### src/rtl/aai_pkg.sv
package aai_pkg;

    localparam logic [7:0] OP_AAI    = 8'hAD;
    localparam logic [7:0] OP_WREN   = 8'h06;
    localparam logic [7:0] OP_WRDI   = 8'h04;
    localparam logic [7:0] OP_RDSR   = 8'h05;
    localparam logic [7:0] OP_RB_ON  = 8'h70;
    localparam logic [7:0] OP_RB_OFF = 8'h80;

    // Action latched when the opcode arrives, executed when the frame closes
    typedef enum logic [2:0] {
        ACT_NONE,
        ACT_WREN,
        ACT_END,
        ACT_FIRST,
        ACT_NEXT,
        ACT_RB_ON,
        ACT_RB_OFF
    } act_e;

endpackage

### src/rtl/aai_byte_collect.sv
module aai_byte_collect #(
    parameter int NBYTES = 5,
    parameter int CW     = $clog2(NBYTES + 1)
) (
    input  logic                clk,
    input  logic                rst_n,
    input  logic                clr,
    input  logic                byte_valid,
    input  logic [7:0]          byte_data,
    output logic [CW-1:0]       count,
    output logic [NBYTES*8-1:0] bytes
);

    typedef struct packed {
        logic [CW-1:0]       cnt;
        logic [NBYTES*8-1:0] data;
    } col_t;

    col_t col_d, col_q;

    always_comb begin
        col_d = col_q;
        if (clr) begin
            col_d.cnt = '0;
        end else if (byte_valid && (col_q.cnt < CW'(NBYTES))) begin
            col_d.cnt = col_q.cnt + 1'b1;
            for (int i = 0; i < NBYTES; i++) begin
                if (col_q.cnt == CW'(i)) begin
                    col_d.data[8*i +: 8] = byte_data;
                end
            end
        end
    end

    always_ff @(posedge clk or negedge rst_n) begin
        if (!rst_n) begin
            col_q <= '0;
        end else begin
            col_q <= col_d;
        end
    end

    assign count = col_q.cnt;
    assign bytes = col_q.data;

endmodule

### src/rtl/aai_busy_model.sv
module aai_busy_model #(
    parameter int CYCLES = 12,
    parameter int CW     = $clog2(CYCLES + 1)
) (
    input  logic clk,
    input  logic rst_n,
    input  logic load,
    output logic busy
);

    logic [CW-1:0] cnt_d, cnt_q;

    always_comb begin
        if (load) begin
            cnt_d = CW'(CYCLES);
        end else if (cnt_q != '0) begin
            cnt_d = cnt_q - 1'b1;
        end else begin
            cnt_d = '0;
        end
    end

    always_ff @(posedge clk or negedge rst_n) begin
        if (!rst_n) begin
            cnt_q <= '0;
        end else begin
            cnt_q <= cnt_d;
        end
    end

    assign busy = (cnt_q != '0);

endmodule

### src/rtl/aai_rb_drive.sv
module aai_rb_drive (
    input  logic clk,
    input  logic rst_n,
    input  logic set_en,
    input  logic set_dis,
    input  logic aai_active,
    input  logic cs_n,
    input  logic cmd_seen,
    input  logic busy,
    output logic so_oe,
    output logic so_out
);

    logic en_d, en_q;

    always_comb begin
        en_d = en_q;
        if (set_en) begin
            en_d = 1'b1;
        end else if (set_dis) begin
            en_d = 1'b0;
        end
    end

    always_ff @(posedge clk or negedge rst_n) begin
        if (!rst_n) begin
            en_q <= 1'b0;
        end else begin
            en_q <= en_d;
        end
    end

    assign so_oe  = en_q & aai_active & ~cs_n & ~cmd_seen;
    assign so_out = ~busy;

endmodule

### src/rtl/aai_word_seq.sv
module aai_word_seq
    import aai_pkg::*;
#(
    parameter int ADDR_W      = 24,
    parameter int PROG_CYCLES = 12
) (
    input  logic              clk,
    input  logic              rst_n,
    input  logic              cs_n,
    input  logic              cmd_valid,
    input  logic [7:0]        cmd_op,
    input  logic              byte_valid,
    input  logic [7:0]        byte_data,
    input  logic              frame_end,
    output logic              prog_req,
    output logic [ADDR_W-1:0] prog_addr,
    output logic [15:0]       prog_word,
    output logic              busy,
    output logic              aai_active,
    output logic              wel,
    output logic              so_oe,
    output logic              so_out
);

    localparam int ABYTES = (ADDR_W + 7) / 8;
    localparam int NBYTES = ABYTES + 2;
    localparam int CW     = $clog2(NBYTES + 1);

    typedef struct packed {
        act_e              act;
        logic              aai;
        logic              wel;
        logic              seen;
        logic [ADDR_W-1:0] addr;
        logic              req;
        logic [ADDR_W-1:0] req_addr;
        logic [15:0]       req_word;
    } seq_t;

    seq_t st_d, st_q;

    logic [CW-1:0]       col_cnt;
    logic [NBYTES*8-1:0] col_bytes;
    logic                eng_busy;
    logic                rb_set_en;
    logic                rb_set_dis;
    logic [ABYTES*8-1:0] start_acc;
    logic [ADDR_W-1:0]   start_addr;
    logic [ADDR_W-1:0]   next_addr;

    aai_byte_collect #(
        .NBYTES (NBYTES),
        .CW     (CW)
    ) u_collect (
        .clk        (clk),
        .rst_n      (rst_n),
        .clr        (cmd_valid | frame_end),
        .byte_valid (byte_valid),
        .byte_data  (byte_data),
        .count      (col_cnt),
        .bytes      (col_bytes)
    );

    aai_busy_model #(
        .CYCLES (PROG_CYCLES)
    ) u_busy (
        .clk   (clk),
        .rst_n (rst_n),
        .load  (st_d.req),
        .busy  (eng_busy)
    );

    // Start address: address bytes arrive most significant first
    always_comb begin
        start_acc = '0;
        for (int i = 0; i < ABYTES; i++) begin
            start_acc       = start_acc << 8;
            start_acc[7:0]  = col_bytes[8*i +: 8];
        end
        start_addr    = start_acc[ADDR_W-1:0];
        start_addr[0] = 1'b0;
        next_addr     = st_q.addr + ADDR_W'(2);
    end

    function automatic act_e decode(input logic [7:0] op, input logic in_aai,
                                    input logic latch, input logic eng);
        act_e a;
        a = ACT_NONE;
        case (op)
            OP_WREN:   a = in_aai ? ACT_NONE : ACT_WREN;
            OP_WRDI:   a = (in_aai && eng) ? ACT_NONE : ACT_END;
            OP_RDSR:   a = (in_aai && !eng) ? ACT_END : ACT_NONE;
            OP_AAI: begin
                if (!in_aai) begin
                    a = latch ? ACT_FIRST : ACT_NONE;
                end else begin
                    a = eng ? ACT_NONE : ACT_NEXT;
                end
            end
            OP_RB_ON:  a = ACT_RB_ON;
            OP_RB_OFF: a = ACT_RB_OFF;
            default:   a = ACT_NONE;
        endcase
        return a;
    endfunction

    always_comb begin
        st_d     = st_q;
        st_d.req = 1'b0;

        if (cmd_valid) begin
            st_d.seen = 1'b1;
            st_d.act  = decode(cmd_op, st_q.aai, st_q.wel, eng_busy);
        end

        if (frame_end) begin
            st_d.seen = 1'b0;
            st_d.act  = ACT_NONE;
            case (st_q.act)
                ACT_WREN: st_d.wel = 1'b1;
                ACT_END: begin
                    st_d.aai = 1'b0;
                    st_d.wel = 1'b0;
                end
                ACT_FIRST: begin
                    if (col_cnt >= CW'(NBYTES)) begin
                        st_d.aai      = 1'b1;
                        st_d.addr     = start_addr;
                        st_d.req      = 1'b1;
                        st_d.req_addr = start_addr;
                        st_d.req_word = {col_bytes[8*(ABYTES+1) +: 8],
                                         col_bytes[8*ABYTES +: 8]};
                    end
                end
                ACT_NEXT: begin
                    if (col_cnt >= CW'(2)) begin
                        st_d.addr     = next_addr;
                        st_d.req      = 1'b1;
                        st_d.req_addr = next_addr;
                        st_d.req_word = {col_bytes[15:8], col_bytes[7:0]};
                    end
                end
                default: ;
            endcase
        end
    end

    always_ff @(posedge clk or negedge rst_n) begin
        if (!rst_n) begin
            st_q <= '{act: ACT_NONE, default: '0};
        end else begin
            st_q <= st_d;
        end
    end

    assign rb_set_en  = frame_end && (st_q.act == ACT_RB_ON);
    assign rb_set_dis = frame_end && (st_q.act == ACT_RB_OFF);

    aai_rb_drive u_rb (
        .clk        (clk),
        .rst_n      (rst_n),
        .set_en     (rb_set_en),
        .set_dis    (rb_set_dis),
        .aai_active (st_q.aai),
        .cs_n       (cs_n),
        .cmd_seen   (st_q.seen | cmd_valid),
        .busy       (eng_busy),
        .so_oe      (so_oe),
        .so_out     (so_out)
    );

    assign prog_req   = st_q.req;
    assign prog_addr  = st_q.req_addr;
    assign prog_word  = st_q.req_word;
    assign busy       = eng_busy;
    assign aai_active = st_q.aai;
    assign wel        = st_q.wel;

endmodule

### config.mk
export PLATFORM = sky130hd
export DESIGN_NAME = aai_word_seq
export DESIGN_NICKNAME = d
export VERILOG_FILES = /design/src/rtl/aai_pkg.sv /design/src/rtl/aai_byte_collect.sv /design/src/rtl/aai_busy_model.sv /design/src/rtl/aai_rb_drive.sv /design/src/rtl/aai_word_seq.sv
export SDC_FILE = /design/constraint.sdc
export NUM_CORES = 1
export LEC_CHECK = 0
export BUFFER_PORTS_ARGS = -buffer_cell sky130_fd_sc_hd__buf_2
export CAP_MARGIN = 10
export CORE_UTILIZATION = 63
export CTS_CLUSTER_SIZE = 10
export DETAILED_ROUTE_END_ITERATION = 10
export HOLD_SLACK_MARGIN = 0.03
export PLACE_DENSITY = 0.83
export SLEW_MARGIN = 20
export SYNTH_ARGS = -nofsm -noshare
export SYNTH_HDL_FRONTEND = slang
export SYNTH_HIERARCHICAL = 1
export SYNTH_SLANG_ARGS = --single-unit
export TNS_END_PERCENT = 20
### constraint.sdc
create_clock -name clk -period 4.6 [get_ports clk]
set_clock_uncertainty 0.15 [all_clocks]
set_input_delay 0.23 -clock clk [delete_from_list [all_inputs] [get_ports clk]]
set_output_delay 0.23 -clock clk [all_outputs]
set_load 0.005 [all_outputs]
* Yosys cells after proc, flatten, opt, wreduce, memory -nomap -nowiden *
Cells that the tools add are included.

word-level totals
  register bits after elaboration = 119
  bits of input ports = 22

cells by class
  add/subtract/negate cells = 3
  order comparisons = 3
  eq/ne operators = 18
  multiplexer cells = 27
  bitwise operators = 9
  reductions and logical operators = 22

operators with widths
  operator                                                          count
  65-bit 2-to-1 mux                                                 2
  65-bit case mux with 2 select lines                               1
  71-bit 2-to-1 mux                                                 1
  43-bit 2-to-1 mux                                                 1
  8-bit 2-to-1 mux                                                  5
  24-bit by 2-bit adder with 24-bit output (second input constant)  1
  8-bit by 3-bit == test with 1-bit output (second input constant)  3
  3-bit case mux with 6 select lines                                1
  3-bit AND reduction                                               6
  8-bit == test (second input constant)                             2
  3-bit by 2-bit == test with 1-bit output (second input constant)  4
  3-bit == test (second input constant)                             4
  3-bit 2-to-1 mux                                                  4
  2-bit nonzero test                                                6
  8-bit by 7-bit == test with 1-bit output (second input constant)  1
  4-bit 2-to-1 mux                                                  2
  3-bit by 1-bit == test with 1-bit output (second input constant)  2
  2-bit 2-to-1 mux                                                  3
  1-bit logical AND                                                 5
  1-bit 2-to-1 mux                                                  5
  2-bit inequality test (second input constant)                     2
  1-bit NOT                                                         4
  1-bit case mux with 2 select lines                                2
  4-bit AND reduction                                               1
  11 further kinds                                                  14

* Logic depth before layout (Yosys ltp) *
Gate-level depths: netlist (run 1).

  word-level depth = 8
  gate-level depth with buffers = 8
  gate-level depth less buffers = 8

* Modules after synthesis *
The synthesis (run 1) kept the hierarchy.

by module, submodules not included
  module            instances  cells each  area an instance (um^2)
  aai_word_seq      1          355         3195.6
  aai_byte_collect  1          111         1785.5
  aai_busy_model    1          20          207.7
  aai_rb_drive      1          6           53.8

* Worst setup path after synthesis (run 1) *
Ideal clock, no wire load.

  kind = input-to-reg
  start point = input port frame_end
  end point = register u_collect.col_q, in the netlist u_collect/bytes[11]
  setup time = 0.125 ns
  data arrival time = 2.068 ns
  setup slack = 2.257 ns
  cell stages on the path = 8
  path buffers = 3
  cells stage by stage = inv_1 > clkbuf_1 > buf_1 > nand2_1 > nand2b_1 > buf_6 > nor3b_4 > mux2_2

on the way
  longest elaborated chain between the ends = 3

ends and longest elaborated chain
  element                               line                    text
  start: declaration                    aai_word_seq.sv:14      input logic frame_end,
  1-bit bitwise OR                      aai_word_seq.sv:57      .clr (cmd_valid | frame_end),
  1-bit NOT (no source line)            n/a
  3-bit AND reduction (no source line)  n/a
  end signal: assignment                aai_byte_collect.sv:39  col_q <= col_d;
  end: declaration                      aai_byte_collect.sv:19  col_t col_d, col_q;

Every way passes these cells.
A chain may end at the register's enable or synchronous reset.

==> results of run 1 <==
[flip-flops by register name (all words and copies together), names as in the netlist]
signal,flops
aai_active,1
prog_req,1
prog_word,16
st_q,28
u_busy/cnt_q,4
u_collect/bytes,39
u_collect/count,3
u_rb/en_q,1
wel,1
[layer usage]
layer / vias to the layer above / GRT usage
met3: 25 / 0.04187
met1: 2049 / 0.4516
met5: - / 0
met2: 203 / 0.4779
met4: 0 / 0.08846
li1: 1888 / -
[layout make-up]
type | count | area, um2 | area share
flip-flops and latches | 94 | 2352 | 0.4201
multi-input cells | 310 | 2371 | 0.4235
repair buffers | 79 | 445.4 | 0.07955
well taps | 102 | 127.6 | 0.02279
clock buffers | 9 | 123.9 | 0.02212
inverters | 21 | 78.83 | 0.01408
clock inverters | 7 | 100.1 | 0.01788
[path summary, 6_finish.rpt]
kind	slack [ns]	cells after the start	start	endpoint
max	1.48	5	u_collect/count[2]$_DFFE_PN0P_	u_busy/cnt_q[3]$_DFF_PN0_
min	0.03	3	cmd_valid	st_q[70]$_DFFE_PN0P_
max reg2reg	1.48	5	u_collect/count[2]$_DFFE_PN0P_	u_busy/cnt_q[3]$_DFF_PN0_
min reg2reg	0.34	1	st_q[41]$_DFFE_PN0P_	st_q[41]$_DFFE_PN0P_
max in group asynchronous	3.01	3	rst_n	u_collect/bytes[9]$_DFFE_PN0P_
min in group asynchronous	0.25	2	rst_n	st_q[55]$_DFFE_PN0P_
[power by group through the flow]
stage               Clock (mW)  Sequential (mW)  Combinational, mW
finish                   0.621            0.993              0.262
global route             0.658             1.00              0.293
CTS                      0.627            0.989              0.263
detailed placement           0             1.00              0.256
global placement             0             1.00              0.245
floorplan                    0            0.976              0.198
[tightest hold or removal path, delay by kind of cell]
kind,cells,cell delay (ns)
buffers and inverters,1,0.13
and+or+nand+nor,2,0.15
[what timing repair did]
action / 4_1_cts / 5_1_grt
setup buffers: 0 / 0
hold buffers: 7 / 0
endpoints found under the hold margin: 62 / 0
==> summary.log, run 1 <==
[outcome] run status finished, final reports clean
[die] standard-cell rows 32
[detailed_routing] number of vias in the routed layout 4165
[global_route] final global-route overflow total 0
[detailed_routing] routed length on met1 5.512 mm
[timing] final worst setup slack 1.479 ns
[die] top-level I/O count 68
[layout] commonest non-fill, non-tap cells in the layout 94 x sky130_fd_sc_hd__dfrtp_1, 66 x sky130_fd_sc_hd__buf_2, 36 x sky130_fd_sc_hd__mux2_2, 25 x sky130_fd_sc_hd__nand2_1, 22 x sky130_fd_sc_hd__o2bb2ai_1
[worst_setup_path] worst path bufs/invs 1
[power] portion of total power attributed to sequential cells 0.529
[worst_setup_path] startpoint type of the worst setup path flop
[detailed_routing] DR vias/cell 6.696
[placement] setup slack at placement 1.541 ns
[layout] commonest non-fill, non-tap cell in the layout sky130_fd_sc_hd__dfrtp_1
[die] die boundary width 92.91 um
[timing] Worst Max-Slew Pin Slew 0.9608 ns
[detailed_routing] met2 WL post-DR 5.812 mm
[power] static power due to leakage 2.494 nW
[die] Chip Height 92.91 um
[worst_setup_path] Max stage delay cell, worst path sky130_fd_sc_hd__nand2_1
[global_route] global-route usage over all layers 0.3076
[timing] worst hold slack 0.03485 ns
[timing] relative slew slack 0.3535
[global_route] maximum number of pins on one net before global-route repair 51
[die] core outline area 0.007848 mm2
[layout] final instance area 0.005599 mm2
[worst_setup_path] peak fanout along the critical path 21
[worst_setup_path] type of the worst setup path flop to flop
[timing] Period minus WS final 3.121 ns
[worst_setup_path] cells traversed along the worst timing path nor2_1, o22ai_2, nand2_1, inv_1, a211o_1
[worst_setup_path] crit path DAT 3.22 ns
[cts] buffer type at the clock tree root sky130_fd_sc_hd__clkbuf_8
[flow_run] number of maximum-capacitance constraint violations 0
[placement] final estimated routing congestion in global placement 0.8760
[global_route] global-route wire length before repair 20.36 mm
[power] overall power 1.877 mW
[detailed_routing] highest metal layer with signal wires met4
[power] part of the power in combinational logic 0.140
[timing] unrepaired setup endpoints after global routing no
[synthesis] Avg Synthesized Cell Area 10.62 um2
[timing] final-report hold violation count 0
[layout] number of nets in the layout 545
[detailed_routing] average routed wire per standard cell 19.98 um
[cts] clock latency on the worst-skew pair 0.36 ns
[layout] growth of design area from synthesis to finish 7.546%
[timing] Setup violations, final 0
[synthesis] synthesis warning total 6
[layout] utilization of the core after routing 0.7135
[cts] number of buffers added by the clock tree synthesis step 9
[timing] timing-limited maximum frequency 0.3204 GHz
[global_route] via count of the first global-routing pass 3854
[layout] final cell count without fillers 622
[timing] Period Utilization, post-route 0.6786
[die] area of the die 0.008631 mm2
[timing] setup tns final 0 ns
[synthesis] post-synthesis cell area 0.005206 mm2
[worst_hold_path] Hold Path Class input port to flop
[detailed_routing] drc violations 0
[cts] # resized after CTS 0
[global_route] number of antenna violations at the first check in global routing 0
[layout] Antenna Diode Count 0
[power] internal power summed over all cells 1.354 mW
[worst_setup_path] required time reported for the critical path endpoint 4.70 ns
[layout] Fillers 599
[placement] placed cell count 599
[timing] final slew viol count 0
[detailed_routing] met3 wire length 881 um
[worst_setup_path] highest cell delay on the worst timing path 0.71 ns
[cts] H-tree levels 3
[die] Starting Density 0.6634
[cts] number of buffers on the longest clock path 2
[power] total power density per cell area 335.2 mW/mm2
[power] clock network power share 0.331
[power] Worst IR Drop VDD 0.2448 mV
[synthesis] cell count after synthesis 490
[placement] Port Buffers 67
[cts] CTS tree done
[cts] CTS sink cnt 94
[worst_setup_path] kind of cell adding the most delay to the critical path simple AND/OR/NAND/NOR gates
[placement] placed wire-length estimate 8.472 mm
[layout] fraction of final layout cells sized beyond drive strength 1 0.2673
[worst_setup_path] critical path endpoint category flop
[cts] register clock-pin slew on the reported worst setup and hold paths 0.09 ns
[placement] cell area reported after detailed placement 0.005300 mm2
[power] Switching Power 522.6 uW
[detailed_routing] Final ANT Viol Nets 0
[detailed_routing] 1st-pass router iterations 6
[synthesis] synthesized netlist net count 520
[detailed_routing] DRC marker count from the first detailed-route iteration 507
[power] Net Sw Frac 0.2784
[detailed_routing] Final Routed Wirelength 12.43 mm
No activity file was read; power rests on OpenSTA's default activity.
==> run 2: changes to the inputs <==
--- a/config.mk
+++ b/config.mk
@@ -5,13 +5,14 @@
 export SDC_FILE = /design/constraint.sdc
 export NUM_CORES = 1
 export LEC_CHECK = 0
+export ABC_AREA = 1
 export BUFFER_PORTS_ARGS = -buffer_cell sky130_fd_sc_hd__buf_2
 export CAP_MARGIN = 10
-export CORE_UTILIZATION = 63
+export CORE_UTILIZATION = 58
 export CTS_CLUSTER_SIZE = 10
 export DETAILED_ROUTE_END_ITERATION = 10
 export HOLD_SLACK_MARGIN = 0.03
-export PLACE_DENSITY = 0.83
+export PLACE_DENSITY = 0.77
 export SLEW_MARGIN = 20
 export SYNTH_ARGS = -nofsm -noshare
 export SYNTH_HDL_FRONTEND = slang
==> constraint.sdc (replaced) <==
create_clock -name clk -period 2.9 [get_ports clk]
set_clock_uncertainty 0.15 [all_clocks]
set_input_delay 0.145 -clock clk [delete_from_list [all_inputs] [get_ports clk]]
set_output_delay 0.145 -clock clk [all_outputs]
set_load 0.005 [all_outputs]
==> summary.log, run 2 <==
[worst_setup_path] source of the worst register-to-register timing path u_collect/count[1]$_DFFE_PN0P_
[layout] final cell count without fillers 841
[die] die boundary width 96.68 um
[die] core outline area 0.008678 mm2
[layout] Antenna Diode Count 0
[worst_setup_path] crit path DAT 2.52 ns
[placement] cell area reported after detailed placement 0.005335 mm2
[detailed_routing] drc violations 0
[worst_hold_path] hold-critical path endpoint st_q[68]$_DFFE_PN0P_
[detailed_routing] average routed wire per standard cell 14.23 um
[worst_setup_path] peak fanout along the critical path 16
[worst_setup_path] type of the worst setup path input port to flop
[timing] final worst setup slack 0.4997 ns
[layout] growth of design area from synthesis to finish 8.327%
[layout] utilization of the core after routing 0.6489
[global_route] number of antenna violations at the first check in global routing 0
[placement] placed wire-length estimate 8.638 mm
[global_route] global routing usage on met3 0.04191
[global_route] via count of the first global-routing pass 4336
[synthesis] Avg Synthesized Cell Area 7.502 um2
[detailed_routing] 1st-pass router iterations 5
[power] total power density per cell area 469.6 mW/mm2
[global_route] highest-utilization routing layer at the global route stage met2
[timing] Worst Max-Slew Pin Slew 0.7676 ns
[synthesis] post-synthesis cell area 0.005199 mm2
[timing] Setup violations, final 0
[layout] commonest non-fill, non-tap cells in the layout 222 x sky130_fd_sc_hd__nand2_1, 94 x sky130_fd_sc_hd__dfrtp_1, 73 x sky130_fd_sc_hd__nor2_1, 66 x sky130_fd_sc_hd__buf_2, 58 x sky130_fd_sc_hd__inv_1
[global_route] met1 track demand over resource 0.3753
[worst_setup_path] worst path bufs/invs 4
[worst_setup_path] setup slack, reg-to-reg 0.81 ns
[worst_setup_path] cell type with the highest occurrence count on the critical path sky130_fd_sc_hd__inv_1
[worst_setup_path] r2r endpoint st_q[55]$_DFFE_PN0P_
[global_route] final global-route overflow total 0
[worst_setup_path] highest cell delay on the worst timing path 0.59 ns
[layout] fraction of final layout cells sized beyond drive strength 1 0.1378
[cts] # resized after CTS 0
[worst_hold_path] startpoint of the tightest hold check path cmd_op[1]
[cts] CTS tree done
[worst_hold_path] Hold Path Class input port to flop
[layout] number of nets in the layout 758
[outcome] run status finished, final reports clean
[layout] FF+latch area 0.002352 mm2
[timing] final-report hold violation count 0
[cts] buffer type at the clock tree root sky130_fd_sc_hd__clkbuf_8
[cts] register clock-pin slew on the reported worst setup and hold paths 0.10 ns
[flow_run] number of maximum-capacitance constraint violations 0
[die] standard-cell rows 34
[detailed_routing] number of vias in the routed layout 4545
[synthesis] synthesized netlist net count 723
[worst_setup_path] cells traversed along the worst timing path dlygate4sd3_1, buf_2, nor2_1, inv_1, inv_1, nand4_1, o21ai_0
[global_route] GR met2 Demand/Resource 0.4252
[worst_hold_path] worst hold path cell count 5
[timing] relative slew slack 0.4883
[placement] Port Buffers 67
[worst_setup_path] critical path endpoint category flop
[detailed_routing] DRC marker count from the first detailed-route iteration 295
[power] static power due to leakage 2.772 nW
[synthesis] cell count after synthesis 693
[die] top-level I/O count 68
[power] Worst IR Drop VDD 0.2766 mV
[cts] number of buffers added by the clock tree synthesis step 9
[placement] final estimated routing congestion in global placement 0.8431
[placement] placed cell count 813
[worst_setup_path] startpoint type of the worst setup path input port
[timing] Period Utilization, post-route 0.8277
[die] Starting Density 0.5990
[timing] timing-limited maximum frequency 0.4166 GHz
[worst_setup_path] path depth of the worst reg2reg path 8
[cts] CTS sink cnt 94
[global_route] global-route wire length before repair 20.27 mm
[layout] final instance area 0.005632 mm2
[global_route] global-route usage over all layers 0.2685
[placement] setup slack at placement 0.7284 ns
[worst_setup_path] Max stage delay cell, worst path sky130_fd_sc_hd__nand4_1
[worst_setup_path] kind of cell adding the most delay to the critical path buffers and inverters
[timing] setup tns final 0 ns
[cts] H-tree levels 3
[timing] worst hold slack 0.09237 ns
[detailed_routing] Final Routed Wirelength 11.97 mm
[layout] commonest non-fill, non-tap cell in the layout sky130_fd_sc_hd__nand2_1
[die] Chip Height 96.68 um
[worst_setup_path] required time reported for the critical path endpoint 3.02 ns
[layout] Largest register FFs 39
[detailed_routing] Final ANT Viol Nets 0
[timing] final slew viol count 0
[cts] clock latency on the worst-skew pair 0.36 ns
[synthesis] synthesis warning total 6
[detailed_routing] DR vias/cell 5.404
[global_route] maximum number of pins on one net before global-route repair 58
[power] overall power 2.644 mW
[layout] Fillers 762
[timing] unrepaired setup endpoints after global routing no
[timing] Period minus WS final 2.400 ns
[die] area of the die 0.009346 mm2
[cts] number of buffers on the longest clock path 2
[layout] combined area of the multi-input logic cells 0.002198 mm2
[run 2: worst max-delay path by stage]
stage                                           endpoint                  from  slack (ns)  cells after the start
final                     u_collect/bytes[5]$_DFFE_PN0P_             frame_end        0.50                      7
after global routing      u_collect/bytes[6]$_DFFE_PN0P_             frame_end        0.26                      7
after CTS                 u_collect/bytes[5]$_DFFE_PN0P_             frame_end        0.56                      7
after detailed placement  u_collect/bytes[5]$_DFFE_PN0P_             frame_end        0.73                      6
after global placement    u_collect/bytes[6]$_DFFE_PN0P_             frame_end        0.81                      6
after floorplan                u_busy/cnt_q[0]$_DFF_PN0_  st_q[68]$_DFFE_PN0P_        1.25                      9
[run 2: worst register-to-register path: stages (launching register included)]
cell                      delay (ns)
sky130_fd_sc_hd__dfrtp_1        0.48
sky130_fd_sc_hd__nor2_1         0.06
sky130_fd_sc_hd__nor2_1         0.10
sky130_fd_sc_hd__nand3_1        0.16
sky130_fd_sc_hd__nand2_1        0.10
sky130_fd_sc_hd__nand2_1        0.41
sky130_fd_sc_hd__buf_4          0.34
sky130_fd_sc_hd__a21oi_1        0.11
sky130_fd_sc_hd__o21ai_0        0.08
[run 2: layout make-up]
cell class / instances / share of cell area
Sequential cell: 94 / 0.4177
Clock inverter: 7 / 0.009331
Multi-Input combinational cell: 476 / 0.3904
Timing Repair Buffer: 84 / 0.09465
Tap cell: 108 / 0.02399
Inverter: 63 / 0.04199
Clock buffer: 9 / 0.02200
[run 2: repair_timing]
action	4_1_cts	5_1_grt
endpoints found under the setup margin	0	0
hold buffers	12	0
endpoints found under the hold margin	99	0
buffers inserted	0	0
[run 2: per-layer routing]
metal	up-vias	routed length, um
li1	2254	-
met1	2123	5556
met2	153	5642
met3	15	599
met4	0	172
met5	-	0
[run 2: report_power, final]
group | total [mW] | internal [mW] | switching (mW)
logic | 0.333 | 0.136 | 0.197
registers | 1.51 | 1.42 | 0.0923
clock network | 0.803 | 0.321 | 0.482
total | 2.64 | 1.87 | 0.772
